--- config.mk ---
export PLATFORM = sky130hd
export DESIGN_NAME = vic_entry_port
export DESIGN_NICKNAME = d
export VERILOG_FILES = /design/src/rtl/vic_port_pkg.sv /design/src/rtl/vic_sync_cell.sv /design/src/rtl/vic_req_front.sv /design/src/rtl/vic_vec_handshake.sv /design/src/rtl/vic_entry_port.sv
export SDC_FILE = /design/constraint.sdc
export NUM_CORES = 1
export LEC_CHECK = 0
export BUFFER_PORTS_ARGS = -buffer_cell sky130_fd_sc_hd__buf_4
export CAP_MARGIN = 10
export CORE_MARGIN = 2
export CORE_UTILIZATION = 50
export CTS_BUF_LIST = sky130_fd_sc_hd__clkbuf_8
export DETAILED_ROUTE_END_ITERATION = 8
export GPL_TIMING_DRIVEN = 1
export PLACE_DENSITY = 0.95
export SLEW_MARGIN = 40
export SYNTH_ARGS = -nofsm -noshare
export SYNTH_HDL_FRONTEND = slang
export SYNTH_SLANG_ARGS = --single-unit
export TNS_END_PERCENT = 50
--- constraint.sdc ---
create_clock -name clk_i -period 4.48 [get_ports clk_i]
set_clock_uncertainty 0.05 [all_clocks]
set_input_delay 0.672 -clock clk_i [delete_from_list [all_inputs] [get_ports clk_i]]
set_output_delay 0.672 -clock clk_i [all_outputs]
set_load 0.01 [all_outputs]
--- src/rtl/vic_port_pkg.sv ---
package vic_port_pkg;
  localparam int unsigned VEC_W  = 30;
  localparam int unsigned ADDR_W = 32;
  localparam logic [ADDR_W-1:0] IRQ_VEC_LO = 32'h0000_0018;
  localparam logic [ADDR_W-1:0] IRQ_VEC_HI = 32'hFFFF_0018;
  localparam logic [ADDR_W-1:0] FIQ_VEC_LO = 32'h0000_001C;
  localparam logic [ADDR_W-1:0] FIQ_VEC_HI = 32'hFFFF_001C;

  typedef enum logic [1:0] {
    HS_IDLE  = 2'd0,
    HS_ACK   = 2'd1,
    HS_DRAIN = 2'd2
  } hs_state_e;
endpackage

--- src/rtl/vic_sync_cell.sv ---
module vic_sync_cell #(
  parameter int unsigned STAGES  = 2,
  parameter logic        RST_VAL = 1'b0
) (
  input  logic clk_i,
  input  logic rst_ni,
  input  logic bypass_i,
  input  logic d_i,
  output logic q_o
);
  logic [STAGES-1:0] pipe_q;

  always_ff @(posedge clk_i or negedge rst_ni) begin
    if (!rst_ni) pipe_q <= {STAGES{RST_VAL}};
    else         pipe_q <= {pipe_q[STAGES-2:0], d_i};
  end

  assign q_o = bypass_i ? d_i : pipe_q[STAGES-1];
endmodule

--- src/rtl/vic_req_front.sv ---
module vic_req_front #(
  parameter int unsigned STAGES = 2
) (
  input  logic clk_i,
  input  logic rst_ni,
  input  logic bypass_i,
  input  logic fiq_ni,
  input  logic irq_ni,
  output logic fiq_o,
  output logic irq_o
);
  localparam int unsigned NLINES = 2;

  logic [NLINES-1:0] raw_n;
  logic [NLINES-1:0] sync_n;

  assign raw_n = {fiq_ni, irq_ni};

  for (genvar g = 0; g < NLINES; g++) begin : g_line
    // idle level of an active-low line is 1
    vic_sync_cell #(.STAGES(STAGES), .RST_VAL(1'b1)) u_sync (
      .clk_i    (clk_i),
      .rst_ni   (rst_ni),
      .bypass_i (bypass_i),
      .d_i      (raw_n[g]),
      .q_o      (sync_n[g])
    );
  end

  assign irq_o = ~sync_n[0];
  assign fiq_o = ~sync_n[1];
endmodule

--- src/rtl/vic_vec_handshake.sv ---
module vic_vec_handshake
  import vic_port_pkg::*;
#(
  parameter int unsigned VW = VEC_W,
  parameter int unsigned AW = ADDR_W
) (
  input  logic          clk_i,
  input  logic          rst_ni,
  input  logic          valid_s_i,
  input  logic [VW-1:0] vec_addr_i,
  input  logic          vectored_en_i,
  input  logic          high_vec_i,
  input  logic          req_i,
  output logic          ack_o,
  output logic          busy_o,
  output logic          done_o,
  output logic [AW-1:0] addr_o
);
  localparam int unsigned PAD_W = AW - VW;

  hs_state_e      state_q, state_d;
  logic           done_q, done_d;
  logic [AW-1:0]  addr_q, addr_d;

  always_comb begin
    state_d = state_q;
    done_d  = 1'b0;
    addr_d  = addr_q;
    unique case (state_q)
      HS_IDLE: if (req_i) begin
        if (vectored_en_i) begin
          state_d = HS_ACK;
        end else begin
          done_d = 1'b1;
          addr_d = high_vec_i ? IRQ_VEC_HI : IRQ_VEC_LO;
        end
      end
      HS_ACK: if (valid_s_i) begin
        done_d  = 1'b1;
        addr_d  = {vec_addr_i, {PAD_W{1'b0}}};
        state_d = HS_DRAIN;
      end
      HS_DRAIN: if (!valid_s_i) state_d = HS_IDLE;
      default: state_d = HS_IDLE;
    endcase
  end

  always_ff @(posedge clk_i or negedge rst_ni) begin
    if (!rst_ni) begin
      state_q <= HS_IDLE;
      done_q  <= 1'b0;
      addr_q  <= '0;
    end else begin
      state_q <= state_d;
      done_q  <= done_d;
      addr_q  <= addr_d;
    end
  end

  assign ack_o  = (state_q == HS_ACK);
  assign busy_o = (state_q != HS_IDLE);
  assign done_o = done_q;
  assign addr_o = addr_q;
endmodule

--- src/rtl/vic_entry_port.sv ---
module vic_entry_port
  import vic_port_pkg::*;
#(
  parameter int unsigned SYNC_STAGES = 2
) (
  input  logic              clk_i,
  input  logic              rst_ni,
  input  logic              fiq_ni,
  input  logic              irq_ni,
  input  logic              int_sync_bypass_i,
  input  logic              valid_sync_bypass_i,
  input  logic              vec_valid_i,
  input  logic [VEC_W-1:0]  vec_addr_i,
  input  logic              vectored_en_i,
  input  logic              high_vec_i,
  input  logic              vec_req_i,
  output logic              fiq_o,
  output logic              irq_o,
  output logic              ack_o,
  output logic              busy_o,
  output logic              done_o,
  output logic [ADDR_W-1:0] handler_addr_o,
  output logic [ADDR_W-1:0] fiq_vec_o
);
  logic valid_s;

  vic_req_front #(.STAGES(SYNC_STAGES)) u_front (
    .clk_i    (clk_i),
    .rst_ni   (rst_ni),
    .bypass_i (int_sync_bypass_i),
    .fiq_ni   (fiq_ni),
    .irq_ni   (irq_ni),
    .fiq_o    (fiq_o),
    .irq_o    (irq_o)
  );

  vic_sync_cell #(.STAGES(SYNC_STAGES), .RST_VAL(1'b0)) u_valid_sync (
    .clk_i    (clk_i),
    .rst_ni   (rst_ni),
    .bypass_i (valid_sync_bypass_i),
    .d_i      (vec_valid_i),
    .q_o      (valid_s)
  );

  vic_vec_handshake #(.VW(VEC_W), .AW(ADDR_W)) u_hs (
    .clk_i         (clk_i),
    .rst_ni        (rst_ni),
    .valid_s_i     (valid_s),
    .vec_addr_i    (vec_addr_i),
    .vectored_en_i (vectored_en_i),
    .high_vec_i    (high_vec_i),
    .req_i         (vec_req_i),
    .ack_o         (ack_o),
    .busy_o        (busy_o),
    .done_o        (done_o),
    .addr_o        (handler_addr_o)
  );

  // FIQ never takes the vectored address
  assign fiq_vec_o = high_vec_i ? FIQ_VEC_HI : FIQ_VEC_LO;
endmodule

Word level (Yosys, flattened, before mapping)
Cells that the tools add are included.
{"block": "totals", "reg_bits": 41, "output_inout_bits": 69}
{"block": "classes", "n_eq_ne": 7, "muxes": 18, "bitwise": 2, "n_reduce_logical": 5}
{"op": "two-way mux 32 bit", "n": 5}
{"op": "one-hot mux 32 bit (2 select lines)", "n": 1}
{"op": "two-way mux 2 bit", "n": 4}
{"op": "!= test 2 bit (second input constant)", "n": 4}
{"op": "AND reduction 4 bit", "n": 2}
{"op": "two-way mux 1 bit", "n": 6}
{"op": "one-hot mux 2 bit (3 select lines)", "n": 1}
{"op": "nonzero test 2 bit", "n": 2}
{"op": "equality test 2 x 1 -> 1 bit (second input constant)", "n": 1}
{"op": "equality test 2 bit (second input constant)", "n": 1}
{"op": "zero test 2 bit", "n": 1}
{"op": "!= test 2 x 1 -> 1 bit (second input constant)", "n": 1}
{"op": "inverter 1 bit", "n": 2}
{"op": "one-hot mux 1 bit (2 select lines)", "n": 1}

Depth between registers and ports, before layout
Gate-level depths: netlist (run 1).
{"block": "logic_depth", "ltp_word": 4, "mapped_depth": 6, "depth_no_buf": 4}

Hierarchy
Synthesis (run 1) repeated with hierarchy kept, for this count alone.
{"block": "unflattened", "hier_cells": 164, "hier_area_um2": 1905.6}
{"mod": "vic_vec_handshake", "n_inst": 1, "cells_each": 119, "area_per_inst_um2": 1450.1, "seq_area_each_um2": 825.8}
{"mod": "vic_entry_port", "n_inst": 1, "cells_each": 34, "area_per_inst_um2": 247.7, "seq_area_each_um2": 0.0}
{"mod": "vic_sync_cell (u_front.g_line[0].u_sync ...)", "n_inst": 2, "cells_each": 3, "area_per_inst_um2": 67.6, "seq_area_each_um2": 52.6}
{"mod": "vic_sync_cell (u_valid_sync)", "n_inst": 1, "cells_each": 3, "area_per_inst_um2": 65.1, "seq_area_each_um2": 50.0}
{"mod": "vic_req_front", "n_inst": 1, "cells_each": 2, "area_per_inst_um2": 7.5, "seq_area_each_um2": 0.0}

Worst setup path before layout (run 1)
No wires, ideal clock.
{"block": "synth_timing", "path_kind": "input -> register", "start": "input port vectored_en_i", "end": "register u_hs.addr_q[25] (netlist: u_hs.addr_o[25])", "setup_time_ps": 125, "t_arrival_ps": 1802, "setup_slack_ps": 2502, "path_stages": 4, "path_buffers": 1, "path_cell_list": "or4b_4 > o21ai_4 > buf_12 > mux2_4"}
{"block": "synth_via", "elab_chain_len": 2}
{"item": "start: declaration", "line": "vic_entry_port.sv:14", "text": "input logic vectored_en_i,"}
{"item": "!= test 2 bit (no source line)"}
{"item": "AND reduction 4 bit (no source line)"}
{"item": "end signal: assignment", "line": "vic_vec_handshake.sv:56", "text": "addr_q <= addr_d;"}
{"item": "end: declaration", "line": "vic_vec_handshake.sv:23", "text": "logic [AW-1:0] addr_q, addr_d;"}
Every way passes these cells.
A chain may end at the register's enable or synchronous reset.

Worst setup path after layout (run 1)
{"block": "layout_timing", "start": "register u_hs.state_q[1]", "end": "output port ack_o"}
{"block": "layout_via", "elab_chain_len": 1}
{"item": "start: declaration", "line": "vic_vec_handshake.sv:21", "text": "hs_state_e state_q, state_d;"}
{"item": "start signal: assignment", "line": "vic_vec_handshake.sv:54", "text": "state_q <= state_d;"}
{"item": "equality test 2 x 1 -> 1 bit", "line": "vic_vec_handshake.sv:60", "text": "assign ack_o = (state_q == HS_ACK);"}
{"item": "end: declaration", "line": "vic_entry_port.sv:19", "text": "output logic ack_o,"}
Every way passes these cells.

==> metrics.txt, run 1 <==
status finished clean; TritonCTS clock tree built; vias after detailed routing 1348; total negative setup slack 0 ns; destination of the worst register-to-register timing path u_hs.addr_o[19]; post-synthesis sequential area ratio 0.480; Die Span Y 68.0 um; all-layer global routing usage 0.168; Final Cell Area 2630 um2; proportion of netlist area held by the largest area contributor 0.428; vias in the first global route 1278; pwr/cell area 503 nW/um2; top flip-flop cell by instance count after synthesis sky130_fd_sc_hd__dfrtp_1; DRC 0; Netlist cell types 23; final worst path period need 2.20 ns; cell taking the most area after synthesis sky130_fd_sc_hd__dfrtp_1; CTS sink cnt 39; clock-pin slew of the registers on the worst-case setup and hold paths 0.08 ns; RSZ-0062 raised after global routing no; r2r setup slk 2.48 ns; initial drt markers 63; largest net degree at the start of global routing 40; dominant cell by count in the synthesized netlist sky130_fd_sc_hd__dfrtp_1; crit-path leading delay family buffers and inverters; summed instance area of the synthesized netlist 2050 um2; total number of placement rows 23; Required @ worst endpoint 3.76 ns; full die area 4620 um2; data arrival time of the critical path 1.48 ns; CP Capture Type output port; antenna viol nets, final 0; die span in x 68.0 um; Area Overhead vs Synth 28.3%; f_max 0.454 GHz; final antenna diode count 0; worst min-delay path category in2async; DRT Pass-1 Iters 4; number of enable flip-flop cells after synthesis 0; routed length per instance 13.7 um; clock root buffer sky130_fd_sc_hd__clkbuf_8; FF-to-FF Start u_hs.state_q[1]; total leakage power 1.34 nW; VDD IR-drop max 0.296 mV; max-slew violation count 0; maximum clock path buffer count 2; hold buffer count at cts 0; gp weighted congestion 0.658; synthesis-stage register bit count 39; detailed-route vias per instance 4.63; FF-to-FF path depth 3; cells traversed along the worst timing path nand2b_1 -> inv_4 -> buf_4; top post-synthesis cells by area sky130_fd_sc_hd__dfrtp_1, sky130_fd_sc_hd__mux2_2, sky130_fd_sc_hd__buf_4; final core utilization 0.661; Final #Nets 280; total number of yosys warnings 0; Critical Setup Path Class reg2out; PostCTS Resize Cnt 0; final count of hold timing violations 0; list of most frequent post-synthesis cells sky130_fd_sc_hd__dfrtp_1, sky130_fd_sc_hd__buf_4, sky130_fd_sc_hd__mux2_2, sky130_fd_sc_hd__mux2i_1, sky130_fd_sc_hd__nand2_1; level count of the clock H-tree 2; period utilization 0.492; Syn Area/Cell 12.2 um2; slew at the pin closest to its max-slew limit 0.775 ns; instance area at placement 2540 um2; clock insertion delay at the later pin of the skew report 0.29 ns; final wirelength 3980 um; count of max-cap constraint violations 0; max incr delay on CP 0.43 ns; antenna violations before repair 0; sum of internal, switching and leakage power 1.32 mW; worst hold slack 0.286 ns; Slowest-stage cell, CP sky130_fd_sc_hd__dfrtp_1; number of top-level pins 109; Initial Util 0.515; first-pass GRT wire length 5790 um; Setup Fix Bufs, Post-CTS 0; HPWL after detailed placement 2930 um; number of buffers created by CTS 5; Port Buffers 90; Critical Path Fanout Max 18; number of buffer and inverter stages on the critical path 2; share of flip-flops with an asynchronous set or reset 1.00; worst rel slew slack 0.483; total setup violations reported at the end of the flow 0; core outline area 3970 um2; fraction of final layout cells sized beyond drive strength 1 0.581; residual overflow from global routing 0; startpoint type of the worst setup path flop; synthesized instance count 167
[cell type report]
cell class                      instances  area, um2
Clock buffer                            5       68.8
Clock inverter                          3       16.3
Fill cell                             324       1350
Inverter                               13       51.3
Multi-Input combinational cell         91        769
Sequential cell                        39        981
Tap cell                               50       62.6
Timing Repair Buffer                   90        676
[cell usage in the layout (no fill, tap or decap)]
cell / synthesis / final
sky130_fd_sc_hd__inv_1: 12 / 13
sky130_fd_sc_hd__clkinv_2: 0 / 1
sky130_fd_sc_hd__nand2_1: 13 / 13
sky130_fd_sc_hd__or2b_1: 1 / 1
sky130_fd_sc_hd__nor2_2: 0 / 1
sky130_fd_sc_hd__o21ai_4: 1 / 1
sky130_fd_sc_hd__buf_4: 34 / 90
sky130_fd_sc_hd__or2_2: 1 / 1
sky130_fd_sc_hd__conb_1: 2 / 18
sky130_fd_sc_hd__nand2b_1: 3 / 3
sky130_fd_sc_hd__clkinvlp_4: 0 / 1
sky130_fd_sc_hd__mux2i_1: 15 / 15
sky130_fd_sc_hd__or4b_4: 1 / 1
sky130_fd_sc_hd__dfstp_2: 4 / 4
sky130_fd_sc_hd__mux2_2: 25 / 25
sky130_fd_sc_hd__dfrtp_1: 35 / 35
sky130_fd_sc_hd__a21oi_1: 2 / 2
sky130_fd_sc_hd__inv_4: 1 / 1
sky130_fd_sc_hd__mux2_4: 9 / 9
sky130_fd_sc_hd__nand3b_1: 1 / 1
sky130_fd_sc_hd__clkbuf_8: 0 / 5
[sequential cells by signal, summed over array words and instances, names as in the netlist]
signal / flops
u_valid_sync.pipe_q: 2
u_hs.done_o: 1
u_hs.state_q: 2
u_hs.addr_o: 30
u_front.g_line.u_sync.pipe_q: 4
[cells by family (layout without fill, tap and decap cells)]
group,count (synthesis),after routing,share of synthesized area
buf+inv,53,111,0.175
compound gates,3,3,0.0128
simple gates,21,21,0.0520
other cells,2,18,0.00367
mux,49,49,0.277
flops,39,39,0.480
[stage by stage]
stage	setup slack [ns]	cells
2_1_floorplan	2.50	183
3_3_place_gp	2.16	283
3_5_place_dp	2.16	283
4_1_cts	2.29	291
5_1_grt	2.21	291
6_report	2.28	291
[worst max-delay path by stage]
stage / start / end / slack (ns) / cells after the start
2_1_floorplan: vectored_en_i / u_hs.addr_o[25] / 2.50 / 4
3_3_place_gp: valid_sync_bypass_i / u_hs.addr_o[6] / 2.16 / 4
3_5_place_dp: vectored_en_i / u_hs.addr_o[19] / 2.16 / 4
4_1_cts: u_hs.state_q[1] / ack_o / 2.29 / 3
5_1_grt: u_hs.state_q[1] / ack_o / 2.21 / 3
6_report: u_hs.state_q[1] / ack_o / 2.28 / 3
[layer usage]
layer  up-vias  track usage  routed length [um]
li1        635            -                   -
met2        55        0.291                2070
met4         0       0.0575                  36
met3         5       0.0444                 305
met5         -            0                   0
met1       653        0.200                1570
[where the power goes]
part           switching [mW]  leakage [nW]  internal (mW)
clock network           0.114        0.0453          0.106
registers              0.0702         0.467          0.476
logic                   0.230         0.827          0.322
total                   0.415          1.34          0.905
Power figures use the tool's default switching activity.
==> inputs of run 2 (changes only) <==
- CORE_UTILIZATION: 50 -> 42
- PLACE_DENSITY: 0.95 -> 0.86
- clock period: 4.48 -> 1.8 ns (I/O delays scaled with it)
==> metrics.txt, run 2 (synthesis results as in run 1) <==
Slowest-stage cell, CP sky130_fd_sc_hd__or4b_4; most common library cell in the layout ignoring fill and taps sky130_fd_sc_hd__buf_4; total leakage power 1.40 nW (+4.5%); total number of placement rows 25 (+8.7%); Area Overhead vs Synth 34.7%; sum of internal, switching and leakage power 3.43 mW (+160%); cells traversed along the worst timing path or4b_4 -> o21ai_4 -> buf_12 -> mux2_2; worst min-delay path category in2reg; final count of hold timing violations 0 (unchanged); vias after detailed routing 1383 (+2.6%); period utilization 0.964; count of max-cap constraint violations 0 (unchanged); initial drt markers 67 (+6.3%); FF-to-FF Start u_hs.state_q[0]; instance area at placement 2600 um2 (+2.2%); final antenna diode count 0 (unchanged); total negative setup slack 0 ns (unchanged); CP Capture Type flop; # fillers 406 (+25%); Final Cell Area 2760 um2 (+5.0%); maximum clock path buffer count 2 (unchanged); pwr/cell area 1250 nW/um2 (+150%); gp weighted congestion 0.750 (+14%); clock root buffer sky130_fd_sc_hd__clkbuf_8; detailed-route vias per instance 4.36 (-5.8%); status finished clean; r2r setup slk 0.06 ns (-2.42 ns); max incr delay on CP 0.55 ns (+0.12 ns); Final #Nets 289 (+3.2%); largest net degree at the start of global routing 40 (unchanged); all-layer global routing usage 0.152 (-0.0154); fraction of final layout cells sized beyond drive strength 1 0.588 (+0.00709); number of buffers created by CTS 5 (unchanged); final wirelength 4030 um (+1.2%); TritonCTS clock tree built; Critical Path Fanout Max 11 (-7); total setup violations reported at the end of the flow 0 (unchanged); worst hold slack 0.0420 ns (-0.244 ns); Die Span Y 73.8 um (+8.6%); core outline area 4720 um2 (+19%); HPWL after detailed placement 2950 um (+0.83%); vias in the first global route 1305 (+2.1%); first-pass GRT wire length 6220 um (+7.5%); level count of the clock H-tree 2 (unchanged); number of top-level pins 109 (unchanged); residual overflow from global routing 0 (unchanged); full die area 5440 um2 (+18%); Port Buffers 90 (unchanged); FF-to-FF path depth 4 (+1); clock-pin slew of the registers on the worst-case setup and hold paths 0.08 ns (about the same); CTS sink cnt 39 (unchanged); flip-flop count of the largest register, all copies and words added 30 (unchanged); antenna viol nets, final 0 (unchanged); Initial Util 0.433 (-0.0820); final worst path period need 1.74 ns; VDD IR-drop max 0.626 mV (+110%); startpoint type of the worst setup path flop; f_max 0.576 GHz; RSZ-0062 raised after global routing no; destination of the worst register-to-register timing path u_hs.addr_o[21]; max-slew violation count 0 (unchanged); die span in x 73.8 um (+8.6%); DRT Pass-1 Iters 4 (unchanged); clock insertion delay at the later pin of the skew report 0.28 ns (about the same); routed length per instance 12.7 um (-7.1%); Critical Setup Path Class reg2reg; worst hold path startpoint fiq_ni; data arrival time of the critical path 1.86 ns (+0.38 ns); Required @ worst endpoint 1.93 ns (-1.83 ns); Worst Hold Path Cells 1; highest-count cells in the layout ignoring fill and taps sky130_fd_sc_hd__buf_4, sky130_fd_sc_hd__dfrtp_1, sky130_fd_sc_hd__mux2_2; sink of the worst hold path u_front.g_line[1].u_sync.pipe_q[0]; DRC 0 (unchanged); antenna violations before repair 0 (unchanged)
run 2: cell type report:
class | instances | area [um2] | share of cell area
Sequential cell | 39 | 981 | 0.356
Timing Repair Buffer | 99 | 771 | 0.280
Multi-Input combinational cell | 91 | 767 | 0.278
Clock buffer | 7 | 96.3 | 0.0350
Tap cell | 67 | 83.8 | 0.0304
Inverter | 13 | 53.8 | 0.0195
Clock inverter | 1 | 3.75 | 0.00136
run 2: worst max path at each step:
stage | endpoint | start | cells past startpoint
after CTS | u_hs.addr_o[22] | u_hs.state_q[0] | 4
after global placement | u_hs.addr_o[20] | u_hs.state_q[0] | 3
final | u_hs.addr_o[21] | u_hs.state_q[0] | 4
after detailed placement | u_hs.addr_o[18] | u_hs.state_q[0] | 3
after global routing | u_hs.addr_o[22] | u_hs.state_q[0] | 4
after floorplan | u_hs.addr_o[25] | u_hs.state_q[1] | 4
run 2: power by group:
group          total, mW  switching [mW]  internal, mW
sequential          1.37           0.183          1.19
combinational       1.43           0.570         0.859
clock              0.637           0.293         0.344
total               3.43            1.05          2.39
run 2: critical path: cells and delay by family, from the launching register on:
| family | cells | cell delay, ns |
|---|---|---|
| AOI/OAI and AO/OA | 1 | 0.11 |
| buffers and inverters | 1 | 0.17 |
| DFF | 1 | 0.41 |
| muxes | 1 | 0.33 |
| and+or+nand+nor | 1 | 0.55 |
run 2: per-layer routing:
metal / up-vias / global-route usage / routed length (um)
met3: 7 / 0.0535 / 351
met5: - / 0 / 0
met1: 642 / 0.189 / 1690
li1: 655 / - / -
met4: 0 / 0.0424 / 35
met2: 79 / 0.251 / 1960
run 2: what timing repair did:
| action | CTS | global route |
|---|---|---|
| hold endpoints to repair | 35 | 0 |
| resized for setup | 0 | 1 |
| setup endpoints to repair | 9 | 11 |
| hold buffers | 1 | 0 |
| setup buffers | 2 | 1 |
run 2: stage by stage:
| step | std cells | utilization | setup slack, ns |
|---|---|---|---|
| 5_1_grt | 317 | 0.584 | 0.00493 |
| 2_1_floorplan | 183 | - | 0.0549 |
| 3_5_place_dp | 305 | 0.550 | -0.0419 |
| 3_3_place_gp | 305 | 0.550 | 0.00284 |
| 6_report | 317 | 0.584 | 0.0646 |
| 4_1_cts | 316 | 0.581 | 0.0475 |
